`src/rtl/tx_keying_ctrl.sv`:
```
module tx_keying_ctrl #(
  parameter int BRW = 21,
  parameter int CRW = 16,
  parameter int KCW = 16,
  parameter logic [15:0] LFSR_SEED = 16'hACE1
) (
  input  logic           clk,
  input  logic           rst_n,
  input  logic           cfg_wr,
  input  logic [7:0]     cfg_txdelay,
  input  logic [7:0]     cfg_txtail,
  input  logic [7:0]     cfg_slot,
  input  logic [7:0]     cfg_persist,
  input  logic           cfg_fulldup,
  input  logic [BRW-1:0] cfg_bitrate,
  input  logic           slot_tick,
  input  logic           chan_free,
  input  logic           ptt_on,
  input  logic           credit_ld,
  input  logic [CRW-1:0] credit_val,
  input  logic           cal_req,
  input  logic [7:0]     cal_units,
  input  logic           frm_valid,
  input  logic [7:0]     frm_data,
  output logic           frm_take,
  output logic           out_valid,
  output logic [7:0]     out_byte,
  output logic           ptt_req,
  output logic [1:0]     tx_state,
  output logic [KCW-1:0] keyed_count
);
  localparam int PW = BRW + 8;
  localparam logic [1:0] S_IDLE = 2'd0, S_KEYUP = 2'd1, S_DATA = 2'd2, S_TAIL = 2'd3;
  localparam logic [7:0] FLAG = 8'h7E;

  logic [1:0]     st;
  logic [PW-1:0]  flag_cnt, cal_cnt;
  logic [7:0]     slot_cnt;
  logic [CRW-1:0] credit;
  logic [15:0]    lfsr;
  logic [KCW-1:0] kcnt;

  logic [PW-1:0] dly_flags, tail_flags, cal_len;
  assign dly_flags  = (PW'(cfg_txdelay) * PW'(cfg_bitrate)) / PW'(800);
  assign tail_flags = (PW'(cfg_txtail) * PW'(cfg_bitrate)) / PW'(800);
  assign cal_len    = (PW'(cal_units) * PW'(cfg_bitrate)) >> 3;

  logic has_credit, cal_slot, emit_flag, emit_data, emit_cal;
  assign has_credit = credit != '0;
  assign cal_slot   = (st == S_IDLE) || (st == S_TAIL && flag_cnt == '0 && !frm_valid);
  assign emit_flag  = has_credit && flag_cnt != '0 &&
                      (st == S_KEYUP || (st == S_TAIL && !frm_valid));
  assign emit_data  = has_credit && st == S_DATA && frm_valid;
  assign emit_cal   = has_credit && cal_cnt != '0 && cal_slot && !emit_flag;

  assign out_valid = emit_flag | emit_data | emit_cal;
  assign out_byte  = emit_data ? frm_data : (emit_flag ? FLAG : 8'h00);
  assign frm_take  = emit_data;

  logic access_ok, half_go, key_go;
  assign access_ok = slot_tick && st == S_IDLE && cal_cnt == '0 && frm_valid;
  assign half_go   = chan_free && slot_cnt <= 8'd1 && lfsr[7:0] <= cfg_persist;
  assign key_go    = access_ok && (cfg_fulldup || half_go);

  always_ff @(posedge clk) begin
    if (!rst_n) begin
      lfsr <= LFSR_SEED;
    end else begin
      lfsr <= {1'b0, lfsr[15:1]} ^ (lfsr[0] ? 16'hB400 : 16'h0000);
    end
  end

  always_ff @(posedge clk) begin
    if (!rst_n) begin
      slot_cnt <= 8'd1;
    end else if (cfg_wr) begin
      slot_cnt <= 8'd1;
    end else if (access_ok && !cfg_fulldup) begin
      if (!chan_free)            slot_cnt <= cfg_slot;
      else if (slot_cnt > 8'd1)  slot_cnt <= slot_cnt - 8'd1;
      else                       slot_cnt <= cfg_slot;
    end
  end

  always_ff @(posedge clk) begin
    if (!rst_n) begin
      credit <= '0;
    end else if (credit_ld) begin
      credit <= credit_val;
    end else if (out_valid) begin
      credit <= credit - 1'b1;
    end
  end

  always_ff @(posedge clk) begin
    if (!rst_n) begin
      cal_cnt <= '0;
    end else if (cal_req) begin
      cal_cnt <= cal_len;
    end else if (emit_cal) begin
      cal_cnt <= cal_cnt - 1'b1;
    end
  end

  always_ff @(posedge clk) begin
    if (!rst_n) begin
      st       <= S_IDLE;
      flag_cnt <= '0;
      kcnt     <= '0;
    end else begin
      case (st)
        S_IDLE: begin
          if (key_go) begin
            st       <= S_KEYUP;
            flag_cnt <= dly_flags;
            kcnt     <= kcnt + 1'b1;
          end
        end
        S_KEYUP: begin
          if (flag_cnt == '0)  st <= S_DATA;
          else if (emit_flag)  flag_cnt <= flag_cnt - 1'b1;
        end
        S_DATA: begin
          if (!frm_valid) begin
            st       <= S_TAIL;
            flag_cnt <= tail_flags;
          end
        end
        default: begin
          if (frm_valid) begin
            st       <= S_DATA;
            flag_cnt <= '0;
          end else if (flag_cnt != '0) begin
            if (emit_flag) flag_cnt <= flag_cnt - 1'b1;
          end else if (!ptt_on) begin
            st <= S_IDLE;
          end
        end
      endcase
    end
  end

  assign ptt_req     = st != S_IDLE;
  assign tx_state    = st;
  assign keyed_count = kcnt;
endmodule

```
`config.mk`:
```
export PLATFORM = sky130hd
export DESIGN_NAME = tx_keying_ctrl
export DESIGN_NICKNAME = d
export VERILOG_FILES = /design/src/rtl/tx_keying_ctrl.sv
export SDC_FILE = /design/constraint.sdc
export NUM_CORES = 2
export LEC_CHECK = 0
export CAP_MARGIN = 20
export CORE_ASPECT_RATIO = 0.8
export CORE_MARGIN = 1.5
export CORE_UTILIZATION = 68
export CTS_CLUSTER_DIAMETER = 120
export DETAILED_ROUTE_END_ITERATION = 12
export DONT_BUFFER_PORTS = 1
export HOLD_SLACK_MARGIN = 0.12
export PLACE_DENSITY = 0.84
export SYNTH_ARGS = -nofsm -noshare
export SYNTH_HDL_FRONTEND = slang
export SYNTH_SLANG_ARGS = --single-unit
```
`constraint.sdc`:
```
create_clock -name clk -period 19.9 [get_ports clk]
set_input_delay 2.985 -clock clk [delete_from_list [all_inputs] [get_ports clk]]
set_output_delay 2.985 -clock clk [all_outputs]
set_load 0.01 [all_outputs]
```
==> results.yml <==
route:
  via_count_normalized_by_instance_count: 6.401
  via_count: 24110
  drt_iter0_markers: 2217
  route.detailed.drc: 0
  wire_length_reported_by_the_detailed_router_mm: 71.17
  total_iterations_of_the_first_detailed_routing_run: 6
  drt-wirelength-per-cell_um: 18.90
  antenna_left: 0
flow_run:
  drv.max_cap_violation_count: 0
timing:
  finalClockSkew_ns: 0.01436
  post-route-period-util_pct: 95.58
  fmax_ghz: 0.05258
  final-hold-violation-count: 0
  tightest_slew_ns: 1.113
  whs_ns: 0.4236
  min_tclk_post_route_ns: 19.02
  slew_headroom_pct: 25.30
  timing_max_transition_violations_final: 0
  setup_viol: 0
layout:
  fraction_of_layout_instances_using_a_drive_strength_above_1_pct: 5.505
  area_growth_syn_to_layout_pct: 3.632
  mostFrequentLayoutCell: "sky130_fd_sc_hd__inv_1"
  seqCellArea_sq_um: 2322
  final.fill_count: 2913
  most-common-layout-cells: "426 x sky130_fd_sc_hd__inv_1, 376 x sky130_fd_sc_hd__nand2_1, 344 x sky130_fd_sc_hd__and2_1, 342 x sky130_fd_sc_hd__fa_1, 220 x sky130_fd_sc_hd__nor2_1"
  multi_input_area_sq_um: 21990
  nets: 3858
die:
  row_count: 64
  die_height_um: 179.8
  fp.dieW_um: 224.0
  ios: 124
  core_area_sq_um: 38360
  floorplan.initialDensity_pct: 69.25
  dieArea_sq_um: 40270
clock_network:
  cts.clk_slew.worst_paths_ns: 0.06
  cts_tree: "yes"
  cts_hold_buf: 0
  cts_buffer_depth: 2
  cts_sinks: 116
  tritoncts.num_buffers: 17
  clk_root_buffer_cell: "sky130_fd_sc_hd__clkbuf_16"
  insertion_delay_ns: 0.46
  ctsHtreeMaxLevel: 4
synthesis:
  synth-seq-cells: 116
  postSynth.asyncResetShare_pct: 0
  synth_area_sq_um: 26560
  synth_edf_count: 0
  ys_seq_area_share_pct: 8.742
  syn_inst: 3371
  synthTopCellsByArea: "sky130_fd_sc_hd__fa_1 26%, sky130_fd_sc_hd__dfxtp_1 8.7%, sky130_fd_sc_hd__and2_1 8.1%"
  ys_types: 123
  post-synth-top-area-fraction_pct: 25.77
  ys_dominant_reg_cell: "sky130_fd_sc_hd__dfxtp_1"
  syn-num-nets: 3972
  synth_area_leader_cell: "sky130_fd_sc_hd__fa_1"
  synth_warnings: 0
  synth_area_per_cell_sq_um: 7.880
global_route:
  global_route.usage.total_pct: 35.96
  grt_antenna_before_repair: 0
  largest_net_degree_at_the_start_of_global_routing: 54
  grt_pass1_vias: 24350
  global_route_wire_length_before_repair_mm: 119.3
  gr_overflow_total: 0
worst_setup_path:
  critical_path.max_fanout: 21
  cp_slowest_stage_delay_ns: 0.55
  worst-path-stages: 60
  worst-setup-path-type: "in2reg"
  cp_slowest_cell: "sky130_fd_sc_hd__fa_1"
  cp-end-kind: "flip-flop"
  worst_path_dominant_cell_family: "compound AO/OA/AOI/OAI gates"
  timing.critical_path.required_ns: 20.25
  critical_path.most_common_cell: "sky130_fd_sc_hd__a21oi_1"
  number_of_cells_on_the_worst_reg_to_reg_path: 52
  critPathLaunchType: "primary input"
  critical_path.n_buffers_inverters: 5
  arrival_ns: 19.37
worst_hold_path:
  worst_hold_path_type: "reg2reg"
  min_delay_path_depth: 1
run_status:
  status: "finished clean"
place:
  dp.final_hpwl_mm: 54.60
  place_congestion: 0.9594
  port_buffers: 0
-- worst paths after layout --
kind	end	slack, ns	startpoint
worst max-delay path	flag_cnt[0]	0.88	cfg_txtail[7]
worst min-delay path	lfsr[11]	0.42	lfsr[12]
worst max register to register	flag_cnt[0]	5.63	tx_state[0]
worst min register to register	lfsr[11]	0.42	lfsr[12]
-- per-layer routing --
layer  wire length, um  GRT usage (%)  up-vias
met5                 0              0        -
met3              6989          6.113      152
met2             32450          58.25     1257
met4              1795          10.62        0
li1                  -              -    10980
met1             29930          49.50    11720
-- worst register-to-register path, delay by kind of cell (launching register included) --
family / cells / cell delay (ns)
fa+ha+maj: 2 / 0.57
compound gates: 29 / 7.57
buf+inv: 5 / 1.06
flops: 1 / 0.52
mux: 4 / 1.10
xor+xnor: 2 / 0.41
simple gates: 10 / 2.93
-- sequential cells by signal (all words and copies together), names as in the netlist --
signal       flops
keyed_count     16
lfsr            16
credit          16
cal_cnt         29
flag_cnt        29
slot_cnt         8
tx_state         2
-- timing repair --
action                                  CTS  global route
endpoints found under the setup margin    0             2
setup buffers                             0             2
resized for setup                         0            24
-- cells by family (layout without fill, tap and decap cells) --
group	Yosys count	count (layout)	share of synthesized area (%)
flops	116	116	8.742
buf+inv	613	512	8.888
other cells	0	1	0
compound gates	697	697	18.37
mux	36	36	1.451
xor+xnor	142	142	4.880
fa+ha+maj	514	514	33.81
simple gates	1253	1253	23.87
-- synthesized netlist by cell type, types with 12 or more instances --
cell type,count
sky130_fd_sc_hd__o21bai_1,24
sky130_fd_sc_hd__mux2i_1,26
sky130_fd_sc_hd__nand2_1,376
sky130_fd_sc_hd__a31oi_1,31
sky130_fd_sc_hd__o211ai_1,28
sky130_fd_sc_hd__nand4_1,34
sky130_fd_sc_hd__and2_1,344
sky130_fd_sc_hd__nor2_1,221
sky130_fd_sc_hd__inv_1,426
sky130_fd_sc_hd__a221oi_1,12
sky130_fd_sc_hd__nor4_1,23
sky130_fd_sc_hd__fa_1,342
sky130_fd_sc_hd__o21a_1,18
sky130_fd_sc_hd__clkbuf_1,144
sky130_fd_sc_hd__xnor2_1,83
sky130_fd_sc_hd__nand3_1,49
sky130_fd_sc_hd__nor3_1,57
sky130_fd_sc_hd__dfxtp_1,116
sky130_fd_sc_hd__nor2b_1,16
sky130_fd_sc_hd__ha_1,164
sky130_fd_sc_hd__a211oi_1,53
sky130_fd_sc_hd__o21ai_0,110
sky130_fd_sc_hd__a21o_1,43
sky130_fd_sc_hd__o21ai_1,21
sky130_fd_sc_hd__xor2_1,55
sky130_fd_sc_hd__a21oi_1,176
sky130_fd_sc_hd__a22oi_1,20
sky130_fd_sc_hd__or3_1,29
sky130_fd_sc_hd__nand2b_1,28
sky130_fd_sc_hd__buf_2,26
sky130_fd_sc_hd__and3_1,20
-- stage by stage --
step,util (%),instance area [sq um],setup TNS (ns),std cells,setup WS [ns]
after detailed placement,69.88,26800,0,3731,0.07643
after global placement,69.88,26800,0,3731,0.5364
final,71.77,27530,0,3766,0.8797
after floorplan,-,26560,0,3371,1.599
after global routing,71.76,27530,-0.006272,3765,-0.006272
after CTS,71.44,27400,0,3763,0.5177
-- layout make-up --
type                       instances  area share, %
antenna                            1       0.009090
clock buffer                      17          1.545
clock inverter                    15         0.6272
inverter                         428          5.836
multi-input combinational       2642          79.88
sequential                       116          8.436
tap                              495          2.250
timing repair buffer              52          1.418
Power is left out: the tool's default activity adds up to more than one toggle a clock period on the data nets, which glitch-free logic cannot reach.
